[config.mk]
export PLATFORM = sky130hd
export DESIGN_NAME = tap_scan_ctrl
export DESIGN_NICKNAME = d
export VERILOG_FILES = /design/src/rtl/tap_scan_pkg.sv /design/src/rtl/tap_fsm.sv /design/src/rtl/tap_ir.sv /design/src/rtl/tap_dr.sv /design/src/rtl/tap_scan_ctrl.sv
export SDC_FILE = /design/constraint.sdc
export NUM_CORES = 1
export LEC_CHECK = 0
export ABC_CLOCK_PERIOD_IN_PS = 4600
export CELL_PAD_IN_SITES_DETAIL_PLACEMENT = 1
export CELL_PAD_IN_SITES_GLOBAL_PLACEMENT = 1
export CORE_MARGIN = 1
export CORE_UTILIZATION = 46
export CTS_CLUSTER_SIZE = 12
export DETAILED_ROUTE_END_ITERATION = 12
export GPL_TIMING_DRIVEN = 0
export PLACE_DENSITY = 0.84
export SYNTH_ARGS = -nofsm -noshare
export SYNTH_HDL_FRONTEND = slang
export SYNTH_SLANG_ARGS = --single-unit
export TNS_END_PERCENT = 5
[constraint.sdc]
create_clock -name tck -period 4.6 [get_ports tck]
set_input_delay 0.69 -clock tck [delete_from_list [all_inputs] [get_ports tck]]
set_output_delay 0.69 -clock tck [all_outputs]
set_load 0.1 [all_outputs]
[src/rtl/tap_scan_pkg.sv]
package tap_scan_pkg;

   typedef enum logic [3:0] {
      ST_RESET, ST_IDLE,
      ST_SEL_DR, ST_CAP_DR, ST_SH_DR, ST_EX1_DR, ST_PAU_DR, ST_EX2_DR, ST_UPD_DR,
      ST_SEL_IR, ST_CAP_IR, ST_SH_IR, ST_EX1_IR, ST_PAU_IR, ST_EX2_IR, ST_UPD_IR
   } tap_state_e;

   typedef enum logic [1:0] {PATH_BYP, PATH_ID, PATH_BSR} dr_path_e;

   localparam logic [2:0] OP_EXTEST  = 3'b000;
   localparam logic [2:0] OP_IDCODE  = 3'b001;
   localparam logic [2:0] OP_SAMPLEZ = 3'b010;
   localparam logic [2:0] OP_PRELOAD = 3'b100;
   localparam logic [2:0] OP_BYPASS  = 3'b111;

endpackage

[src/rtl/tap_fsm.sv]
module tap_fsm
   import tap_scan_pkg::*;
(
   input  logic       tck,
   input  logic       rst_n,
   input  logic       tms,
   output tap_state_e state
);

   tap_state_e state_q, state_d;

   always_comb begin
      unique case (state_q)
         ST_RESET:  state_d = tms ? ST_RESET  : ST_IDLE;
         ST_IDLE:   state_d = tms ? ST_SEL_DR : ST_IDLE;
         ST_SEL_DR: state_d = tms ? ST_SEL_IR : ST_CAP_DR;
         ST_CAP_DR: state_d = tms ? ST_EX1_DR : ST_SH_DR;
         ST_SH_DR:  state_d = tms ? ST_EX1_DR : ST_SH_DR;
         ST_EX1_DR: state_d = tms ? ST_UPD_DR : ST_PAU_DR;
         ST_PAU_DR: state_d = tms ? ST_EX2_DR : ST_PAU_DR;
         ST_EX2_DR: state_d = tms ? ST_UPD_DR : ST_SH_DR;
         ST_UPD_DR: state_d = tms ? ST_SEL_DR : ST_IDLE;
         ST_SEL_IR: state_d = tms ? ST_RESET  : ST_CAP_IR;
         ST_CAP_IR: state_d = tms ? ST_EX1_IR : ST_SH_IR;
         ST_SH_IR:  state_d = tms ? ST_EX1_IR : ST_SH_IR;
         ST_EX1_IR: state_d = tms ? ST_UPD_IR : ST_PAU_IR;
         ST_PAU_IR: state_d = tms ? ST_EX2_IR : ST_PAU_IR;
         ST_EX2_IR: state_d = tms ? ST_UPD_IR : ST_SH_IR;
         ST_UPD_IR: state_d = tms ? ST_SEL_DR : ST_IDLE;
         default:   state_d = ST_RESET;
      endcase
   end

   always_ff @(posedge tck or negedge rst_n) begin
      if (!rst_n) state_q <= ST_RESET;
      else        state_q <= state_d;
   end

   assign state = state_q;

   // checker: run length of consecutive high mode-select samples, saturating
   logic [2:0] hi_run;
   always_ff @(posedge tck or negedge rst_n) begin
      if (!rst_n)             hi_run <= 3'd0;
      else if (!tms)          hi_run <= 3'd0;
      else if (hi_run != 3'd5) hi_run <= hi_run + 3'd1;
   end

   AST_FIVE_HIGH_RESET: assert property (@(posedge tck) disable iff (!rst_n)
      hi_run == 3'd5 |-> state_q == ST_RESET);
   AST_RESET_STICKY: assert property (@(posedge tck) disable iff (!rst_n)
      (state_q == ST_RESET && tms) |=> state_q == ST_RESET);

endmodule

[src/rtl/tap_ir.sv]
module tap_ir
   import tap_scan_pkg::*;
#(
   parameter int IR_W = 3
) (
   input  logic            tck,
   input  logic            rst_n,
   input  tap_state_e      state,
   input  logic            tdi,
   output logic [IR_W-1:0] ir_cur,
   output logic            ir_lsb
);

   localparam logic [IR_W-1:0] CAP_PAT = IR_W'(1);
   localparam logic [IR_W-1:0] ID_OP   = IR_W'(OP_IDCODE);

   if (IR_W != 3) begin : g_bad_irw
      $error("tap_ir: opcode map needs IR_W == 3");
   end

   logic [IR_W-1:0] ir_sh, ir_q;

   always_ff @(posedge tck or negedge rst_n) begin
      if (!rst_n) begin
         ir_sh <= '0;
         ir_q  <= ID_OP;
      end else begin
         unique case (state)
            ST_CAP_IR: ir_sh <= CAP_PAT;
            ST_SH_IR:  ir_sh <= {tdi, ir_sh[IR_W-1:1]};
            ST_UPD_IR: ir_q  <= ir_sh;
            ST_RESET:  ir_q  <= ID_OP;
            default:   ;
         endcase
      end
   end

   // the reset state overrides the latched instruction immediately
   assign ir_cur = (state == ST_RESET) ? ID_OP : ir_q;
   assign ir_lsb = ir_sh[0];

   AST_IR_CAPTURE: assert property (@(posedge tck) disable iff (!rst_n)
      state == ST_CAP_IR |=> ir_sh == CAP_PAT);
   AST_RESET_IDCODE: assert property (@(posedge tck) disable iff (!rst_n)
      state == ST_RESET |=> ir_q == ID_OP);
   AST_IR_HOLD: assert property (@(posedge tck) disable iff (!rst_n)
      (state != ST_UPD_IR && state != ST_RESET) |=> $stable(ir_q));

endmodule

[src/rtl/tap_dr.sv]
module tap_dr
   import tap_scan_pkg::*;
#(
   parameter int          BSR_LEN = 107,
   parameter logic [31:0] ID_WORD = 32'h0000_0001
) (
   input  logic               tck,
   input  logic               rst_n,
   input  tap_state_e         state,
   input  dr_path_e           path,
   input  logic               tdi,
   input  logic [BSR_LEN-1:0] ring_in,
   output logic [BSR_LEN-1:0] bsr_q,
   output logic               dr_lsb
);

   if (BSR_LEN < 2) begin : g_bad_len
      $error("tap_dr: BSR_LEN must be at least 2");
   end
   if (ID_WORD[0] != 1'b1) begin : g_bad_id
      $error("tap_dr: identification word must end in 1");
   end

   logic               byp_q;
   logic [31:0]        id_sh;
   logic [BSR_LEN-1:0] bsr_sh;

   always_ff @(posedge tck or negedge rst_n) begin
      if (!rst_n) begin
         byp_q  <= 1'b0;
         id_sh  <= '0;
         bsr_sh <= '0;
         bsr_q  <= '0;
      end else begin
         unique case (state)
            ST_CAP_DR: begin
               unique case (path)
                  PATH_ID:  id_sh  <= ID_WORD;
                  PATH_BSR: bsr_sh <= ring_in;
                  default:  byp_q  <= 1'b0;
               endcase
            end
            ST_SH_DR: begin
               unique case (path)
                  PATH_ID:  id_sh  <= {tdi, id_sh[31:1]};
                  PATH_BSR: bsr_sh <= {tdi, bsr_sh[BSR_LEN-1:1]};
                  default:  byp_q  <= tdi;
               endcase
            end
            ST_UPD_DR: if (path == PATH_BSR) bsr_q <= bsr_sh;
            default: ;
         endcase
      end
   end

   always_comb begin
      unique case (path)
         PATH_ID:  dr_lsb = id_sh[0];
         PATH_BSR: dr_lsb = bsr_sh[0];
         default:  dr_lsb = byp_q;
      endcase
   end

   AST_BYP_CAPTURE: assert property (@(posedge tck) disable iff (!rst_n)
      (state == ST_CAP_DR && path == PATH_BYP) |=> byp_q == 1'b0);
   AST_ID_CAPTURE: assert property (@(posedge tck) disable iff (!rst_n)
      (state == ST_CAP_DR && path == PATH_ID) |=> id_sh[0] == 1'b1);
   AST_BSR_UPDATE_HOLD: assert property (@(posedge tck) disable iff (!rst_n)
      !(state == ST_UPD_DR && path == PATH_BSR) |=> $stable(bsr_q));
   AST_PAUSE_HOLD: assert property (@(posedge tck) disable iff (!rst_n)
      state == ST_PAU_DR |=> ($stable(bsr_sh) && $stable(id_sh)));

endmodule

[src/rtl/tap_scan_ctrl.sv]
module tap_scan_ctrl
   import tap_scan_pkg::*;
#(
   parameter bit          HAS_TRST   = 1'b1,
   parameter int          IR_W       = 3,
   parameter int          BSR_LEN    = 107,
   parameter logic [2:0]  ID_VERSION = 3'b000,
   parameter logic [16:0] ID_DEVICE  = 17'h1A2B3,
   parameter logic [10:0] ID_VENDOR  = 11'h0A5
) (
   input  logic               tck,
   input  logic               tms,
   input  logic               tdi,
   input  logic               trst_n,
   input  logic [BSR_LEN-1:0] ring_in,
   output logic               tdo,
   output logic               tdo_oe,
   output logic               hiz_force,
   output logic               extest_en,
   output logic [BSR_LEN-1:0] bsr_q
);

   localparam logic [31:0] ID_WORD = {ID_VERSION, ID_DEVICE, ID_VENDOR, 1'b1};

   logic rst_n;
   if (HAS_TRST) begin : g_trst
      assign rst_n = trst_n;
   end else begin : g_no_trst
      assign rst_n = 1'b1;
   end

   tap_state_e      state;
   logic [IR_W-1:0] ir_cur;
   logic            ir_lsb, dr_lsb;
   dr_path_e        path;

   tap_fsm u_fsm (.tck(tck), .rst_n(rst_n), .tms(tms), .state(state));

   tap_ir #(.IR_W(IR_W)) u_ir (
      .tck(tck), .rst_n(rst_n), .state(state), .tdi(tdi),
      .ir_cur(ir_cur), .ir_lsb(ir_lsb));

   always_comb begin
      unique case (ir_cur)
         OP_EXTEST, OP_SAMPLEZ, OP_PRELOAD: path = PATH_BSR;
         OP_IDCODE:                         path = PATH_ID;
         default:                           path = PATH_BYP;
      endcase
   end

   tap_dr #(.BSR_LEN(BSR_LEN), .ID_WORD(ID_WORD)) u_dr (
      .tck(tck), .rst_n(rst_n), .state(state), .path(path), .tdi(tdi),
      .ring_in(ring_in), .bsr_q(bsr_q), .dr_lsb(dr_lsb));

   assign hiz_force = (ir_cur == OP_SAMPLEZ);
   assign extest_en = (ir_cur == OP_EXTEST);

   always_ff @(negedge tck or negedge rst_n) begin
      if (!rst_n) begin
         tdo    <= 1'b0;
         tdo_oe <= 1'b0;
      end else begin
         tdo_oe <= (state == ST_SH_DR) || (state == ST_SH_IR);
         tdo    <= (state == ST_SH_IR) ? ir_lsb : dr_lsb;
      end
   end

   AST_OE_IN_SHIFT: assert property (@(posedge tck) disable iff (!rst_n)
      tdo_oe |-> (state == ST_SH_DR || state == ST_SH_IR));

endmodule

== Word-level counts from Yosys, hierarchy flattened ==
Index checks and enable logic that the tools add are counted.

* Equality and inequality tests: 26
* Multiplexer cells: 28
* Reductions and logical operators: 15

{| class="wikitable"
|+ Operator list
! operator !! number
|-
| $mux 107 || 2
|-
| $pmux 107 s2 || 1
|-
| $mux 32 || 2
|-
| $pmux 32 s2 || 1
|-
| $pmux 4 s12 || 1
|-
| $eq 4x4->1 const B || 8
|-
| $eq 4x3->1 const B || 4
|-
| $mux 4 || 4
|-
| $pmux 3 s2 || 2
|-
| $mux 3 || 3
|-
| $reduce_and 3->1 || 3
|-
| $eq 4x2->1 const B || 2
|-
| $ne 2x1->1 const B || 4
|-
| $mux 1 || 6
|-
| $mux 2 || 3
|-
| $reduce_bool 2->1 || 3
|-
| $reduce_or 2->1 || 3
|-
| $reduce_or 3->1 || 2
|-
| $eq 4x1->1 const B || 1
|-
| $logic_not 4->1 || 1
|-
| $ne 2x2->1 const B || 2
|-
| $pmux 1 s2 || 2
|-
| $pmux 2 s2 || 1
|-
| $eq 3x1->1 const B || 1
|-
| 7 further kinds || 7
|}

* Flip-flop bits (word level): 259
* Input port bits: 111
* Output and inout bits: 111
* Word-level logic and storage cells: 78

== Depth between registers and ports, before layout ==
* Depth after elaboration: 9
* Gate-level depth with buffers: 11
* Gate-level depth less buffers: 7

== By module ==
From an unflattened synthesis, not the netlist that was laid out.

* Cell total of the unflattened synthesis: 797
* Area total of the unflattened synthesis: 11489.8 um^2

{| class="wikitable"
|+ Modules (own cells, without submodules)
! module !! times used !! cells each !! area each (um^2) !! sequential area each (um^2)
|-
| tap_dr || 1 || 713 || 10759.1 || 6180.9
|-
| tap_fsm || 1 || 40 || 315.3 || 100.1
|-
| tap_ir || 1 || 34 || 306.5 || 151.4
|-
| tap_scan_ctrl || 1 || 10 || 108.9 || 50.0
|}

==> summary.md <==
| Metric | Value |
|---|---|
| Global-route wire length before repair | `roughly 44,000 um` |
| Final Setup Violations | `0` |
| Ys flop type | `dfrtp_1` |
| Starting DRT DRC Count | `between 200 and 250` |
| Post-CTS Hold Fix Bufs | `0` |
| 1st-pass router iterations | `4` |
| Die width | `about 160 um` |
| Crit path max-delay family | `buffers and inverters` |
| Wire per inst | `20.6 um` |
| Total Wirelength | `between 20,000 and 30,000 um` |
| Synth top area cells | `dfrtp_1 57%, mux2_1 22%, mux2_2 11%` |
| Net count, final | `1,105` |
| Antenna diodes | `0` |
| Peak supply drop | `between 0.3 and 0.4 mV` |
| Fin util | `about 62%` |
| Worst Path Arrival | `roughly 3.8 ns` |
| Overall Power | `about 7600 uW` |
| Root Driver | `clkbuf_16` |
| GP Congestion | `a little under 0.8` |
| Pin count of the biggest net entering global routing | `about 120` |
| Final Hold Vio Count | `0` |
| Filler cells | `roughly 2.2k` |
| Sequential share of power | `44.3%` |
| Worst path slowest cell | `clkdlybuf4s15_2` |
| Switching Fraction | `31.6%` |
| Gr ovfl total | `0` |
| Initial core utilization | `about 47%` |
| Avg Cell Area, Syn | `15.1 um2` |
| Slew @ Worst Pin | `1.06 ns` |
| Hold Path Class | `primary input to asynchronous set/reset pin` |
| Worst skew pair latency | `0.54 ns` |
| DRC | `0` |
| Die Height | `approximately 160 um` |
| Via density | `~5.3` |
| Area Overhead vs Synth | `32.0%` |
| Postcts setup bufs | `0` |
| Worst R2R Path Depth | `8` |
| Total die area | `24,900 um2` |
| CP peak stage delay | `0.56 ns` |
| Clock slew seen by the registers of the worst setup and hold paths | `0.06 ns` |
| Max clock buf depth | `3` |
| Worst Clk Skew | `0.0121 ns` |
| Slew Viols, Final | `0` |
| Overall routing resource usage | `between 20 and 25%` |
| Share of cells above drive strength 1 | `approximately a fifth` |
| Critical path, cell by cell | `clkdlybuf4s15_2` |
| Slew margin rel. | `about 29%` |
| Fraction of registers with async set/reset | `100%` |
| Final Cell Area | `around 15,000 um2` |
| CTS tree | `built` |
| Yosys Warn Count | `0` |
| Post-synth EDFFs | `0` |
| Data required, critical path | `a little under 4 ns` |
| Yosys cell types | `47` |
| Synthesized area | `between 10,000 and 15,000 um2` |
| NetSw | `~2400 uW` |
| CTS Buf Count | `29` |
| Crit Path Category | `flop to output port` |
| Worst-path fanout max | `1` |
| Area leader, netlist | `dfrtp_1` |
| Clock group share of total power | `28.3%` |
| # IOs | `between 200 and 250` |
| Routed vias | `7,050` |
| CP endpoint kind | `output port` |
| Rows | `56` |
| Power density over the cells | `between 500 and 600 nW/um2` |
| Vias in the first global route | `roughly 7.8k` |
| Sequential share of the synthesized area | `between 50% and 60%` |
| Pint | `~5200 uW` |
| Comb pwr share | `between 20 and 30%` |
| Syn_nets | `between 800 and 900` |
| Initial antenna violation count | `2` |
| WP depth | `1` |
| Yosys top cell area share | `57.5%` |
| CORE AREA | `between 20,000 and 25,000 um2` |
| Hpwl dp | `~19,000 um` |
| Status | `complete, no violations` |
| FF+latch count, synth | `~260` |
| Startpoint class of the critical path | `flop` |
| Clock sinks | `~260` |
| Cell Area, Placed | `roughly 14,000 um2` |
| CP bufs+invs | `1` |
| H-Tree Depth | `1` |
| Max Cap Violations | `0` |
| IO Port Bufs | `221` |
| RSZ-0062 raised after global routing | `no` |
| Post-synthesis instance total | `738` |
| Pleak | `0.00707 uW` |
| Antenna Nets Post-Route | `0` |
## power groups by stage
stage	sequential [uW]	combinational (uW)	clock, uW
2_1_floorplan	3430	1370	0
3_3_place_gp	3370	2000	0
3_5_place_dp	3420	2090	0
4_1_cts	3390	2120	2220
5_1_grt	3470	2290	2300
6_report	3390	2090	2160
## stage by stage
step | instances | hold WS (ns) | setup slack (ns) | setup TNS [ns]
after floorplan | 738 | 0.394 | 0.225 | 0
after global placement | 1278 | 0.466 | -10.48 | -2205.80
after detailed placement | 1280 | 0.477 | -0.110 | -0.110
after CTS | 1332 | 0.0982 | 0.00114 | 0
after global routing | 1332 | 0.111 | 0.00123 | 0
final | 1332 | 0.0803 | 0.125 | 0
## layout by cell type, fill, tap and decap left out, types with 8 or more instances in the layout
| cell | Yosys | routed |
|---|---|---|
| mux2_1 | 218 | 218 |
| clkdlybuf4s50_1 | 0 | 218 |
| buf_2 | 35 | 34 |
| dfrtp_1 | 256 | 256 |
| clkbuf_16 | 0 | 29 |
| clkbuf_1 | 6 | 15 |
| a22o_1 | 17 | 17 |
| o22a_1 | 14 | 14 |
| mux2_2 | 104 | 104 |
| nor2_1 | 8 | 8 |
## final cells by class
type	instances	area [um2]	area share (%)
Tap cell	319	399	2.71
Clock inverter	7	45.0	0.306
Sequential cell	259	6480	44.0
Clock buffer	45	846	5.74
Inverter	6	22.5	0.153
Buffer	49	275	1.87
Timing Repair Buffer	223	2270	15.4
Multi-Input combinational cell	424	4380	29.7
## timing repair
item,4_1_cts,5_1_grt
endpoints found under the setup margin,3,1
pin swaps,0,1
gates cloned,0,0
resized for setup,7,5
## synthesized netlist by cell type (3+ instances only)
cell type and number:
dfrtp_1 256, mux2_1 218, mux2_2 104, buf_2 35
a22o_1 17, o22a_1 14, nor2_1 8, a21oi_1 6
clkbuf_1 6, nand2_1 6, o21ai_0 6, inv_1 5
buf_6 4, a21o_1 3, buf_4 3, nor3_1 3
o221ai_1 3
## per-layer routing
metal	vias to the layer above	GRT usage, %	share of wire, %
met3	48	6.41	7.1
met5	-	0	0.080
li1	3187	-	-
met2	172	39.2	50
met4	4	4.90	1.8
met1	3639	28.3	41
## logic make-up (layout without fill, tap and decap cells)
logic type,Yosys count,count (layout),share of synthesized area [%]
flip-flops,259,259,58.1
buffers and inverters,55,330,2.61
AND/OR/NAND/NOR,35,35,1.97
adder cells (fa/ha/maj),2,2,0.224
XOR/XNOR,1,1,0.0786
multiplexers,322,322,32.5
AO/OA/AOI/OAI,64,64,4.45
## registers in the layout, summed over array words and instances, names as in the netlist
name / count
tdo_oe: 1
u_fsm.state: 4
tdo: 1
u_ir.ir_q: 3
u_dr.byp_q: 1
u_dr.bsr_sh: 107
u_dr.bsr_q: 107
u_dr.id_sh: 32
u_ir.ir_sh: 3
## path summary, 6_finish.rpt
| check | end | slack, ns | startpoint |
|---|---|---|---|
| max | tdo_oe | 0.13 | tdo_oe$_DFF_NN0_ |
| min | u_fsm.state[0]$_DFF_PN0_ | 0.08 | trst_n |
| max reg2reg | tdo$_DFF_NN0_ | 0.17 | u_fsm.state[0]$_DFF_PN0_ |
| min reg2reg | u_dr.bsr_q[61]$_DFFE_PN0P_ | 0.49 | u_dr.bsr_q[61]$_DFFE_PN0P_ |
| max in group asynchronous | tdo$_DFF_NN0_ | 1.93 | trst_n |
| min in group tck | u_dr.bsr_q[61]$_DFFE_PN0P_ | 0.49 | u_dr.bsr_q[61]$_DFFE_PN0P_ |
Power figures use the tool's default switching activity.
